<file path="config.mk">
export PLATFORM = sky130hd
export DESIGN_NAME = f64x2_to_i32_trunc
export DESIGN_NICKNAME = d
export VERILOG_FILES = /design/src/rtl/f2i_pkg.sv /design/src/rtl/f2i_lane.sv /design/src/rtl/f2i_status_merge.sv /design/src/rtl/f2i_pipe_reg.sv /design/src/rtl/f64x2_to_i32_trunc.sv
export SDC_FILE = /design/constraint.sdc
export NUM_CORES = 1
export LEC_CHECK = 0
export BUFFER_PORTS_ARGS = -buffer_cell sky130_fd_sc_hd__clkbuf_2
export CORE_MARGIN = 4
export CORE_UTILIZATION = 40
export CTS_CLUSTER_SIZE = 40
export DETAILED_ROUTE_END_ITERATION = 8
export GPL_ROUTABILITY_DRIVEN = 0
export PLACE_DENSITY_LB_ADDON = 0.05
export SETUP_SLACK_MARGIN = 0.05
export SLEW_MARGIN = 20
export SYNTH_ARGS = -nofsm -noshare
export SYNTH_HDL_FRONTEND = slang
export SYNTH_SLANG_ARGS = --single-unit
</file>
<file path="constraint.sdc">
create_clock -name clk -period 7.4 [get_ports clk]
set_input_delay 1.11 -clock clk [delete_from_list [all_inputs] [get_ports clk]]
set_output_delay 1.11 -clock clk [all_outputs]
set_load 0.01 [all_outputs]
</file>
<file path="src/rtl/f2i_pkg.sv">
package f2i_pkg;

   // Per-lane status produced by the converter
   typedef struct packed {
      logic invalid;
      logic inexact;
   } lane_flags_t;

   // Classification of one floating-point input
   typedef enum logic [2:0] {
      CL_ZERO = 3'd0,  // zero or subnormal
      CL_FRAC = 3'd1,  // normal, magnitude below one
      CL_NORM = 3'd2,  // fully representable integer part
      CL_EDGE = 3'd3,  // exponent at the negative range limit
      CL_BAD  = 3'd4   // NaN, infinity or out of range
   } fp_class_t;

endpackage

</file>
<file path="src/rtl/f2i_lane.sv">
module f2i_lane #(
   parameter int EXP_W = 11,
   parameter int MAN_W = 52,
   parameter int INT_W = 32
) (
   input  logic [EXP_W+MAN_W:0]  fp_in,
   output logic [INT_W-1:0]      int_out,
   output f2i_pkg::lane_flags_t  flags
);
   import f2i_pkg::*;

   localparam int SIG_W  = MAN_W + 1;
   localparam int SH_W   = $clog2(SIG_W) + 1;
   localparam int MAG_W  = INT_W - 1;
   localparam int E_W    = EXP_W + 2;
   localparam int BIAS   = (1 << (EXP_W - 1)) - 1;
   localparam logic signed [E_W-1:0] BIAS_V = E_W'(BIAS);
   localparam logic signed [E_W-1:0] E_TOP  = E_W'(INT_W - 2);
   localparam logic signed [E_W-1:0] E_EDGE = E_W'(INT_W - 1);
   localparam logic [INT_W-1:0] INDEF = {1'b1, {(INT_W-1){1'b0}}};

   generate
      if (MAN_W < INT_W) begin : g_bad_man
         $error("f2i_lane: MAN_W must be at least INT_W");
      end
      if (INT_W < 2) begin : g_bad_int
         $error("f2i_lane: INT_W must be at least 2");
      end
      if (SH_W > E_W) begin : g_bad_sh
         $error("f2i_lane: exponent too narrow for shift width");
      end
   endgenerate

   logic                    sgn;
   logic [EXP_W-1:0]        ex;
   logic [MAN_W-1:0]        mn;
   logic signed [E_W-1:0]   e_unb;
   logic [SIG_W-1:0]        sig;
   logic [SH_W-1:0]         sh;
   logic [MAG_W-1:0]        mag;
   logic                    lost;
   logic [INT_W-2:0]        mn_hi;
   logic [MAN_W-INT_W:0]    mn_lo;
   fp_class_t               cls;

   assign sgn   = fp_in[EXP_W+MAN_W];
   assign ex    = fp_in[EXP_W+MAN_W-1:MAN_W];
   assign mn    = fp_in[MAN_W-1:0];
   assign e_unb = $signed({2'b00, ex}) - BIAS_V;
   assign sig   = {1'b1, mn};
   assign sh    = SH_W'(MAN_W) - e_unb[SH_W-1:0];
   assign mag   = MAG_W'(sig >> sh);
   assign lost  = |(sig << (SH_W'(SIG_W) - sh));
   assign mn_hi = mn[MAN_W-1 -: INT_W-1];
   assign mn_lo = mn[MAN_W-INT_W:0];

   // Input classification
   always_comb begin
      if (&ex)
         cls = CL_BAD;
      else if (ex == '0)
         cls = CL_ZERO;
      else if (e_unb[E_W-1])
         cls = CL_FRAC;
      else if (e_unb <= E_TOP)
         cls = CL_NORM;
      else if ((e_unb == E_EDGE) && sgn && (mn_hi == '0))
         cls = CL_EDGE;
      else
         cls = CL_BAD;
   end

   // Result and flag generation per class
   always_comb begin
      int_out       = '0;
      flags.invalid = 1'b0;
      flags.inexact = 1'b0;
      case (cls)
         CL_ZERO: flags.inexact = |mn;
         CL_FRAC: flags.inexact = 1'b1;
         CL_NORM: begin
            int_out       = sgn ? (INT_W'(0) - {1'b0, mag}) : {1'b0, mag};
            flags.inexact = lost;
         end
         CL_EDGE: begin
            int_out       = INDEF;
            flags.inexact = |mn_lo;
         end
         default: begin
            int_out       = INDEF;
            flags.invalid = 1'b1;
         end
      endcase
   end

endmodule

</file>
<file path="src/rtl/f2i_status_merge.sv">
module f2i_status_merge #(
   parameter int LANES = 2
) (
   input  f2i_pkg::lane_flags_t [LANES-1:0] lane_fl,
   input  logic                             inv_mask,
   output logic                             any_invalid,
   output logic                             any_inexact,
   output logic                             trap
);
   always_comb begin
      any_invalid = 1'b0;
      any_inexact = 1'b0;
      for (int i = 0; i < LANES; i++) begin
         any_invalid = any_invalid | lane_fl[i].invalid;
         any_inexact = any_inexact | (lane_fl[i].inexact & ~lane_fl[i].invalid);
      end
   end

   assign trap = any_invalid & ~inv_mask;

endmodule

</file>
<file path="src/rtl/f2i_pipe_reg.sv">
module f2i_pipe_reg #(
   parameter int W             = 8,
   parameter bit RESET_PAYLOAD = 1'b1
) (
   input  logic         clk,
   input  logic         rst,
   input  logic         in_valid,
   output logic         in_ready,
   input  logic [W-1:0] in_data,
   output logic         out_valid,
   input  logic         out_ready,
   output logic [W-1:0] out_data
);
   logic         vld_q;
   logic [W-1:0] dat_q;
   logic         take;

   assign in_ready  = ~vld_q | out_ready;
   assign take      = in_valid & in_ready;
   assign out_valid = vld_q;
   assign out_data  = dat_q;

   always_ff @(posedge clk) begin
      if (rst)
         vld_q <= 1'b0;
      else if (in_ready)
         vld_q <= in_valid;
   end

   generate
      if (RESET_PAYLOAD) begin : g_rst_data
         always_ff @(posedge clk) begin
            if (rst)
               dat_q <= '0;
            else if (take)
               dat_q <= in_data;
         end
      end else begin : g_free_data
         always_ff @(posedge clk) begin
            if (take)
               dat_q <= in_data;
         end
      end
   endgenerate

endmodule

</file>
<file path="src/rtl/f64x2_to_i32_trunc.sv">
module f64x2_to_i32_trunc #(
   parameter int LANES         = 2,
   parameter int EXP_W         = 11,
   parameter int MAN_W         = 52,
   parameter int INT_W         = 32,
   parameter bit RESET_PAYLOAD = 1'b1
) (
   input  logic                        clk,
   input  logic                        rst,
   input  logic                        in_valid,
   output logic                        in_ready,
   input  logic [LANES*(EXP_W+MAN_W+1)-1:0] in_operand,
   input  logic                        in_inv_mask,
   output logic                        out_valid,
   input  logic                        out_ready,
   output logic [LANES*INT_W-1:0]      out_result,
   output logic                        out_wr_en,
   output logic                        out_invalid,
   output logic                        out_inexact,
   output logic                        out_trap
);
   localparam int FP_W  = EXP_W + MAN_W + 1;
   localparam int OUT_W = LANES * INT_W;
   localparam int PAY_W = OUT_W + 3;

   generate
      if (LANES < 1) begin : g_bad_lanes
         $error("f64x2_to_i32_trunc: LANES must be positive");
      end
   endgenerate

   f2i_pkg::lane_flags_t [LANES-1:0] lane_fl;
   logic [OUT_W-1:0] res_comb;
   logic             any_inv, any_inx, trap_c;
   logic [PAY_W-1:0] pay_d, pay_q;

   generate
      for (genvar g = 0; g < LANES; g++) begin : g_lane
         f2i_lane #(
            .EXP_W (EXP_W),
            .MAN_W (MAN_W),
            .INT_W (INT_W)
         ) u_lane (
            .fp_in   (in_operand[g*FP_W +: FP_W]),
            .int_out (res_comb[g*INT_W +: INT_W]),
            .flags   (lane_fl[g])
         );
      end
   endgenerate

   f2i_status_merge #(
      .LANES (LANES)
   ) u_merge (
      .lane_fl     (lane_fl),
      .inv_mask    (in_inv_mask),
      .any_invalid (any_inv),
      .any_inexact (any_inx),
      .trap        (trap_c)
   );

   assign pay_d = {trap_c, any_inx, any_inv, res_comb};

   f2i_pipe_reg #(
      .W             (PAY_W),
      .RESET_PAYLOAD (RESET_PAYLOAD)
   ) u_stage (
      .clk       (clk),
      .rst       (rst),
      .in_valid  (in_valid),
      .in_ready  (in_ready),
      .in_data   (pay_d),
      .out_valid (out_valid),
      .out_ready (out_ready),
      .out_data  (pay_q)
   );

   assign out_result  = pay_q[OUT_W-1:0];
   assign out_invalid = pay_q[OUT_W];
   assign out_inexact = pay_q[OUT_W+1];
   assign out_trap    = pay_q[OUT_W+2];
   assign out_wr_en   = out_valid & ~pay_q[OUT_W+2];

endmodule

</file>
==> run metrics, run 1 <==
Synthesis Warnings 0; Peak Freq 159 MHz; Final Skew 0.00255 ns; share of the synthesized area in the top cell type 0.205; Synth Area in Compound Gates 0.271; DR WL/cell ~24 um; root buffer cell clkbuf_16; vias in the first global route 16.4k; total gr overflow 0; first-pass GRT wire length ~96000 um; final hold violation count 0; min cycle time layout 6.27 ns; Worst setup SP type input pin; core area 37800 sq um; WHS Path Cells 2; Worst path slowest cell buf_4; Sink Count 68; worst-path cell chain clkbuf_2 -> inv_1 -> ha_4 -> buf_4 -> mux2_2 -> nand2_1 -> o21ai_0 -> mux4_2 -> a221oi_2 -> nor2_1 -> or4_4 -> or4_1 -> nor3_2 -> mux2_1 -> o22ai_1; Syn Area/Cell 7.84 sq um; Pre-Repair DR Iteration Count 6; drt drc 0; fill cell count 3879; unrepaired setup endpoints after global routing false; number of synthesized flops with an enable pin 0; io pins 203; Via density 6.68; dpl hpwl 48000 um; via count 17.2k; chip width 204 um; status finished, final reports clean; clock transition at the registers of the reported paths 0.06 ns; Post-Synth Adder-Cell Area 0.0147; Yosys cell types 96; Yosys top cell by area mux4_2; crit path DAT roughly 6.5 ns; Pwr Density 145 nW/um^2; peak supply drop 0.107 mV; Primary FF master, synth dfxtp_1; Tcrit/Tclk final 0.848; Design Area, Final between 15000 and 20000 sq um; initial cell density of the core 0.407; setup violators final 0; Antenna Nets Post-Route 0; GR Util met1 0.355; Hold WC Path Type reg -> reg; Worst Tran Pin Value about 1.1 ns; row cnt a little over 70; Area Growth Syn to Fin 11.0%; initial antenna violation count 3; gr usage total 0.287; # hold bufs at CTS 0; CTS H-tree depth 3; IO Port Bufs between 200 and 250; grt met2 use 0.517; Largest stage delay, worst path 0.79 ns; multiplexer share of the synthesized area 0.300; Post-CTS Setup Inserts 0; Max Buffers Root-to-Sink 2; register area share after synthesis 0.0887; Critical Path RT between 7 and 8 ns; final WL 61900 um; post-synthesis simple-gate area fraction 0.223; leakage 0.00636 uW; max-slew violation count 0; register bit count reported by yosys between 60 and 70; Chip Height 204 um; async set-reset flop share out of synthesis 0; Syn Inst Count 1959; XOR/XNOR share of the synthesized area 0.0444; # resized after CTS 0; Worst Path Max Fanout 84; met3 usage 0.0295; cts bufs inserted 9; Synth area leaders mux4_2 21%, dfxtp_1 8.9%, mux2i_1 6.4%; TritonCTS clock tree yes; worst skew pair latency 0.34 ns; Post-Syn Area 15400 sq um; worst rel slew slack 0.290; initial detailed-routing violation count 1471; largest net degree at the start of global routing 85; gr busiest metal met2; Critical Path End Type register; Final #Nets 2208; Cell Area, Placed 16700 sq um; largest family of logic cells by synthesized area multiplexers; Max Cap Viol 0; share of layout cells above drive strength 1 0.240; FF-to-FF path depth 8; setup TNS 0 ns; Setup Crit Path Kind in -> reg; die area 41600 sq um; Mapped Nets around 2.1k
[worst paths after layout]
path,endpoint,start,slack [ns]
worst min register to register,u_stage.out_data[29],u_stage.out_data[29],0.45
worst min-delay path,u_stage.out_data[29],u_stage.out_data[29],0.45
worst max register to register,u_stage.out_data[58],u_stage.out_valid,4.66
worst max-delay path,u_stage.out_data[60],in_operand[117],1.13
[synth_stat cells, types with 21 or more instances]
cell and instances:
clkbuf_1 84, nand2b_1 37, a21oi_1 103, mux4_2 140, nand4_1 21, nor2_1 197, mux2i_1 98, o31ai_1 22
a31oi_1 29, o211ai_1 42, xor2_1 30, or3_1 21, nor4_1 29, mux2_2 40, nand3_1 39, nand2_1 181
o22ai_1 25, buf_2 40, nor3_1 71, a211oi_1 28, xnor2_1 46, dfxtp_1 68, inv_1 45, buf_1 27
o21ai_0 134
[layout by cell type (no fill, tap or decap), types with 42 or more instances in the layout]
cell,n
mux4_2,140
a21oi_1,103
buf_4,46
nor2_1,195
dfxtp_1,68
nor3_1,71
xnor2_1,44
o211ai_1,42
o21ai_0,134
clkbuf_2,200
inv_1,45
mux2i_1,98
nand2_1,181
[kinds of logic (layout without fill, tap and decap cells)]
family                   after synthesis  count (layout)
AND/OR/NAND/NOR                      704             704
flip-flops                            68              68
adder cells (fa/ha/maj)               18              18
XOR/XNOR                              77              77
other                                  0               3
multiplexers                         280             280
buffers and inverters                209             312
AO/OA/AOI/OAI                        603             603
[cell type report]
class,count,area (sq um),area share
timing repair buffer,247,1370,0.0806
antenna,3,7.51,0.000440
clock buffer,12,256,0.0151
clock inverter,4,47.5,0.00279
multi-input combinational,1682,13200,0.773
inverter,49,184,0.0108
tap,511,639,0.0375
sequential,68,1360,0.0799
[layer usage]
layer	wire [um]	vias up
li1	-	7863
met1	23700	8403
met2	31600	784
met3	3750	151
met4	2780	0
met5	0	-
[state kept, by name (all words and copies together), names as in the netlist]
| register | flops |
|---|---|
| u_stage.out_valid | 1 |
| u_stage.out_data | 67 |
[critical path, delay by kind of cell]
family                     cells  cell delay (ns)
and+or+nand+nor                5             1.71
muxes                          3             1.33
AOI/OAI and AO/OA              3             0.72
buffers and inverters          3             1.21
adders and majority gates      1             0.36
[per-stage QoR]
stage                     cells  hold WS (ns)  utilization  power, uW  setup WS [ns]
after global routing       2576         0.474        0.451       2620          0.778
after floorplan            1959         0.470            -       1530           1.22
after detailed placement   2557         0.440        0.443       1990          0.817
after global placement     2556         0.437        0.442       1990          0.950
after CTS                  2573         0.448        0.451       2450           1.16
final                      2576         0.446        0.451       2460           1.13
[report_power, final]
group	internal (uW)	switching [uW]	leakage, uW
registers	370	2.24	0.000549
logic	639	1010	0.00566
clock network	278	165	0.000149
total	1290	1180	0.00636
Note: power is estimated with default switching activity, not from simulation.
==> run 2, diff against run 1 <==
--- a/config.mk
+++ b/config.mk
@@ -5,6 +5,7 @@
 export SDC_FILE = /design/constraint.sdc
 export NUM_CORES = 1
 export LEC_CHECK = 0
+export ABC_AREA = 1
 export BUFFER_PORTS_ARGS = -buffer_cell sky130_fd_sc_hd__clkbuf_2
 export CORE_MARGIN = 4
 export CORE_UTILIZATION = 40
==> constraint.sdc (replaced) <==
create_clock -name clk -period 6.4 [get_ports clk]
set_input_delay 0.96 -clock clk [delete_from_list [all_inputs] [get_ports clk]]
set_output_delay 0.96 -clock clk [all_outputs]
set_load 0.01 [all_outputs]
==> run metrics, run 2 <==
row cnt 69; Critical Path End Type register; first-pass GRT wire length around 94000 um; gr usage total 0.290; r2r setup slk 3.79 ns; final WL 59800 um; io pins 203; Pwr Density 173 nW/um^2; share of layout cells above drive strength 1 0.119; core area approximately 36000 sq um; # resized after CTS 0; register area share after synthesis 0.0928; Max Cap Viol 0; Via density 5.62; final hold violation count 0; Max Buffers Root-to-Sink 2; Largest register FFs 67; drt drc 0; Syn Area/Cell 5.01 sq um; crit path DAT 5.01 ns; Ant. Diodes 0; Antenna Nets Post-Route 0; Chip Height 200 um; CTS H-tree depth 3; Final Skew 0.0115 ns; chip width 200 um; top-count cell post-synth nand2_1; Design Area, Final 15700 sq um; initial antenna violation count 0; Critical Path RT 6.58 ns; Setup Crit Path Kind in -> reg; root buffer cell clkbuf_16; clock transition at the registers of the reported paths 0.06 ns; Yosys top cell by area nand2_1; Cell Area, Placed between 15000 and 20000 sq um; initial cell density of the core 0.409; status finished, final reports clean; TritonCTS clock tree yes; Worst Tran Pin Value 1.03 ns; largest net degree at the start of global routing 93; Worst Setup SP in_operand[52]; Syn Inst Count just under 3k; max-slew violation count 0; Peak Freq 207 MHz; Post-CTS Setup Inserts 0; Final #Nets 3149; Tcrit/Tclk final 0.756; most common cell after layout, fill and taps aside nand2_1; via count just under 20k; leakage 0.00830 uW; IO Port Bufs 202; setup violators final 0; Sink Count 68; FF-to-FF path depth 8; vias in the first global route approximately 18k; share of the synthesized area in the top cell type 0.311; Area Growth Syn to Fin 7.20%; commonest cells after routing, fill and taps aside 1214 x nand2_1, 566 x nand3_1, 201 x clkbuf_2, 191 x inv_1, 127 x nor2_1; register bit count reported by yosys 68; peak supply drop approximately 0.12 mV; Primary FF master, synth dfxtp_1; dpl hpwl 48300 um; Worst setup SP type input pin; min cycle time layout 4.84 ns; most instantiated cells after synthesis 1215 x nand2_1, 566 x nand3_1, 191 x inv_1; Hold Path Origin u_stage.out_data[6]; async set-reset flop share out of synthesis 0; setup TNS 0 ns; RR Startpoint u_stage.out_valid; critical register-to-register path endpoint u_stage.out_data[4]; number of synthesized flops with an enable pin 0; Hold WC Path Type reg -> reg; Pre-Repair DR Iteration Count 6; DR WL/cell about 17 um; cts bufs inserted 9; Post-Syn Area ~15000 sq um; Mapped Nets 3078; worst rel slew slack 0.309; Yosys cell types 54; initial detailed-routing violation count between 1.5k and 2k; Worst Path Max Fanout 92; unrepaired setup endpoints after global routing false; worst skew pair latency 0.34 ns; Synth area leaders nand2_1 31%, nand3_1 19%, dfxtp_1 9.3%; hold path endpoint u_stage.out_data[6]; # hold bufs at CTS 0; total gr overflow 0; WHS Path Cells 2; die area 39800 sq um; Synthesis Warnings 0
==> run 2: cell count changes after synthesis, sizes merged, moves of 62 or more <==
cell / change
mux4: -140
nor3: -62
nand2: +1092
inv: +155
nand3: +539
mux2i: -98
==> run 2: per-stage QoR <==
stage          total power, uW  utilization  setup WS (ns)  hold WS [ns]  cells
2_1_floorplan             1790            -           2.11         0.490   2927
3_3_place_gp              2200        0.430           1.27         0.452   3448
3_5_place_dp              2210        0.430           1.26         0.456   3448
4_1_cts                   2700        0.438           1.61         0.466   3463
5_1_grt                   2950        0.438           1.13         0.483   3463
6_report                  2720        0.438           1.56         0.464   3463
==> run 2: cell families after synthesis <==
family / Yosys count / synth area share
AOI/OAI and AO/OA: 319 / 0.116
buffers and inverters: 369 / 0.121
and+or+nand+nor: 2116 / 0.630
DFF: 68 / 0.0928
xor gates and xnor gates: 37 / 0.0246
adders and majority gates: 18 / 0.0153
==> run 2: report_power, final <==
group,internal [uW],switching [uW],total [uW]
registers,427,2.07,429
clock network,300,188,488
logic,519,1290,1800
total,1250,1480,2720
==> run 2: cell type report <==
cell class / instances / area [sq um]
multi-input combinational: 2490 / 11600
clock buffer: 11 / 233
timing repair buffer: 226 / 1190
fill: 4274 / 20200
sequential: 68 / 1360
tap: 461 / 577
clock inverter: 4 / 51.3
inverter: 203 / 762
==> run 2: worst max-delay path by stage <==
stage	cells past startpoint	slack, ns	endpoint
after floorplan	26	2.11	u_stage.out_data[65]
after global placement	20	1.27	u_stage.out_data[24]
after detailed placement	20	1.26	u_stage.out_data[24]
after CTS	20	1.61	u_stage.out_data[24]
after global routing	23	1.13	u_stage.out_data[30]
final	20	1.56	u_stage.out_data[24]
==> run 2: layer usage <==
layer,GRT usage,vias to the layer above,share of wire
li1,-,9733,-
met1,0.338,8788,0.39
met2,0.530,764,0.50
met3,0.0315,170,0.056
met4,0.134,0,0.056
met5,0,-,0
==> run 2: critical path, cell delays in order <==
cell and delay (ns):
buf_2 0.10, buf_4 0.62, ha_1 0.35, nand2_1 0.10, nand2_1 0.06, nand2_1 0.13, inv_1 0.15, nand3_1 0.09
nand2_1 0.09, buf_4 0.39, nand3_1 0.46, o21ai_1 0.45, nand2_1 0.16, nand2_1 0.13, nor2_1 0.06, nand4_1 0.10
nand2_1 0.21, a21o_1 0.24, nand3_1 0.07, a21oi_1 0.08
==> run 3, diff against run 2 <==
--- a/config.mk
+++ b/config.mk
@@ -5,7 +5,7 @@
 export SDC_FILE = /design/constraint.sdc
 export NUM_CORES = 1
 export LEC_CHECK = 0
-export ABC_AREA = 1
+export ABC_AREA = 0
 export BUFFER_PORTS_ARGS = -buffer_cell sky130_fd_sc_hd__clkbuf_2
 export CORE_MARGIN = 4
 export CORE_UTILIZATION = 40
==> constraint.sdc (replaced) <==
create_clock -name clk -period 4 [get_ports clk]
set_input_delay 0.6 -clock clk [delete_from_list [all_inputs] [get_ports clk]]
set_output_delay 0.6 -clock clk [all_outputs]
set_load 0.01 [all_outputs]
==> run metrics, run 3 (same netlist as run 1, synthesis figures left out) <==
status complete, but fails checks; violated checks negative setup slack; Setup Crit Path Kind in -> reg; io pins 203; final WL between 70000 and 80000 um; IO Port Bufs 202; via count 20.0k; min cycle time layout 4.26 ns; register area 1360 sq um; share of layout cells above drive strength 1 0.475; chip width 204 um; largest net degree at the start of global routing 57; Pre-Repair DR Iteration Count 6; Area Growth Syn to Fin 51.4%; Final Skew approximately 0.009 ns; max-slew violation count 0; vias in the first global route between 15k and 20k; Peak Freq 235 MHz; most common cell after layout, fill and taps aside buf_4; Pwr Density 265 nW/um^2; pre-CTS setup slack -0.801 ns; initial antenna violation count 0; setup ws final -0.263 ns; peak supply drop 0.224 mV; initial detailed-routing violation count 1812; Design Area, Final 23200 sq um; TritonCTS clock tree yes; Worst Path Max Fanout 4; gr usage total 0.323; Tcrit/Tclk final 1.07; root buffer cell clkbuf_16; cts bufs inserted 9; Largest register FFs 67; # hold bufs at CTS 0; fill cell count approximately 3.4k; commonest cells after routing, fill and taps aside 633 x buf_4, 197 x clkbuf_2, 190 x nor2_1, 173 x nand2_1, 140 x mux4_2; Max Buffers Root-to-Sink 2; DR WL/cell approximately 22 um; row cnt 71; Antenna Nets Post-Route 0; Worst Tran Pin Value 1.04 ns; area taken by multi-input logic gates 14200 sq um; Hold WC Path Type reg -> reg; Worst setup SP type input pin; initial cell density of the core 0.407; core area 37800 sq um; Critical Path End Type register; leakage just under 0.01 uW; setup TNS -3.62 ns; crit path DAT 4.48 ns; worst rel slew slack 0.308; Cell Area, Placed 21400 sq um; unrepaired setup endpoints after global routing true; Power, Total 6160 uW; Chip Height 204 um; dpl hpwl 56700 um; Ant. Diodes 0; setup violators final 26; Final #Nets roughly 2.8k; clock transition at the registers of the reported paths roughly 0.060 ns; Inst Count DP 3131; Max Cap Viol 0; Via density just over 6; first-pass GRT wire length ~110000 um; drt drc 0; total gr overflow 0; Critical Path RT 4.22 ns; Finished Layout Cells 3210; CTS H-tree depth 3; worst skew pair latency 0.34 ns; final hold violation count 0; die area just over 40000 sq um; Sink Count 68
run 3: cell count changes in the layout (fill, tap and decap cells not counted), moves of 32 or more:
cell,previous run,this run
mux2_2,0,36
buf_4,24,633
nor2_1,127,190
o211ai_1,8,42
nand4_1,54,21
mux2i_1,0,84
nand2_1,1214,173
inv_1,191,41
o21ai_0,122,90
mux4_2,0,140
nand2b_1,0,33
nor3_1,12,61
nand2_2,58,5
nand3_1,566,35
run 3: per-stage QoR:
stage	hold WS (ns)	utilization
finish	0.446	0.616
global route	0.467	0.616
CTS	0.450	0.593
detailed placement	0.442	0.567
global placement	0.434	0.567
floorplan	0.470	-
run 3: final timing paths:
check / startpoint / end / slack [ns] / cells after the start
setup / recovery: in_operand[53] / u_stage.out_data[27] / -0.26 / 18
hold / removal: u_stage.out_data[42] / u_stage.out_data[42] / 0.45 / 2
setup reg to reg: u_stage.out_valid / u_stage.out_data[56] / 1.90 / 9
hold reg to reg: u_stage.out_data[42] / u_stage.out_data[42] / 0.45 / 2
run 3: final cells by class:
| type | count | share of cell area |
|---|---|---|
| clock buffers | 13 | 0.0116 |
| clock inverters | 3 | 0.000861 |
| well taps | 511 | 0.0275 |
| repair buffers | 884 | 0.283 |
| inverters | 49 | 0.00888 |
| multi-input cells | 1682 | 0.610 |
| flip-flops and latches | 68 | 0.0586 |
run 3: worst max-delay path, stage by stage:
cell and delay (ns):
clkbuf_16 0.11, inv_6 0.03, ha_4 0.28, buf_12 0.11
buf_8 0.12, buf_6 0.09, mux4_2 0.51, mux4_2 0.54
nor3_2 0.17, o211ai_1 0.17, a22oi_2 0.20, o211ai_1 0.15
nand4b_1 0.27, nand3b_1 0.25, or3_4 0.46, o21ai_2 0.14
xor2_1 0.18, o21ai_1 0.07
run 3: power breakdown:
| group | total [uW] | internal [uW] | switching [uW] |
|---|---|---|---|
| clock network | 777 | 470 | 307 |
| logic | 4690 | 2310 | 2380 |
| registers | 688 | 684 | 3.82 |
| total | 6160 | 3460 | 2690 |
run 3: repair_timing:
| action | in CTS | in global routing |
|---|---|---|
| setup endpoints to repair | 48 | 51 |
| pin swaps | 47 | 49 |
| setup buffers | 31 | 35 |
| gates resized for setup | 95 | 131 |
| gates cloned | 0 | 2 |
run 3: layer usage:
layer / track usage / up-vias / share of wire / wire length (um)
met5: 0 / - / 0 / 0
met4: 0.146 / 0 / 0.060 / 4220
met3: 0.0421 / 235 / 0.068 / 4840
met2: 0.579 / 1001 / 0.50 / 35400
met1: 0.386 / 9646 / 0.37 / 26400
li1: - / 9145 / - / -
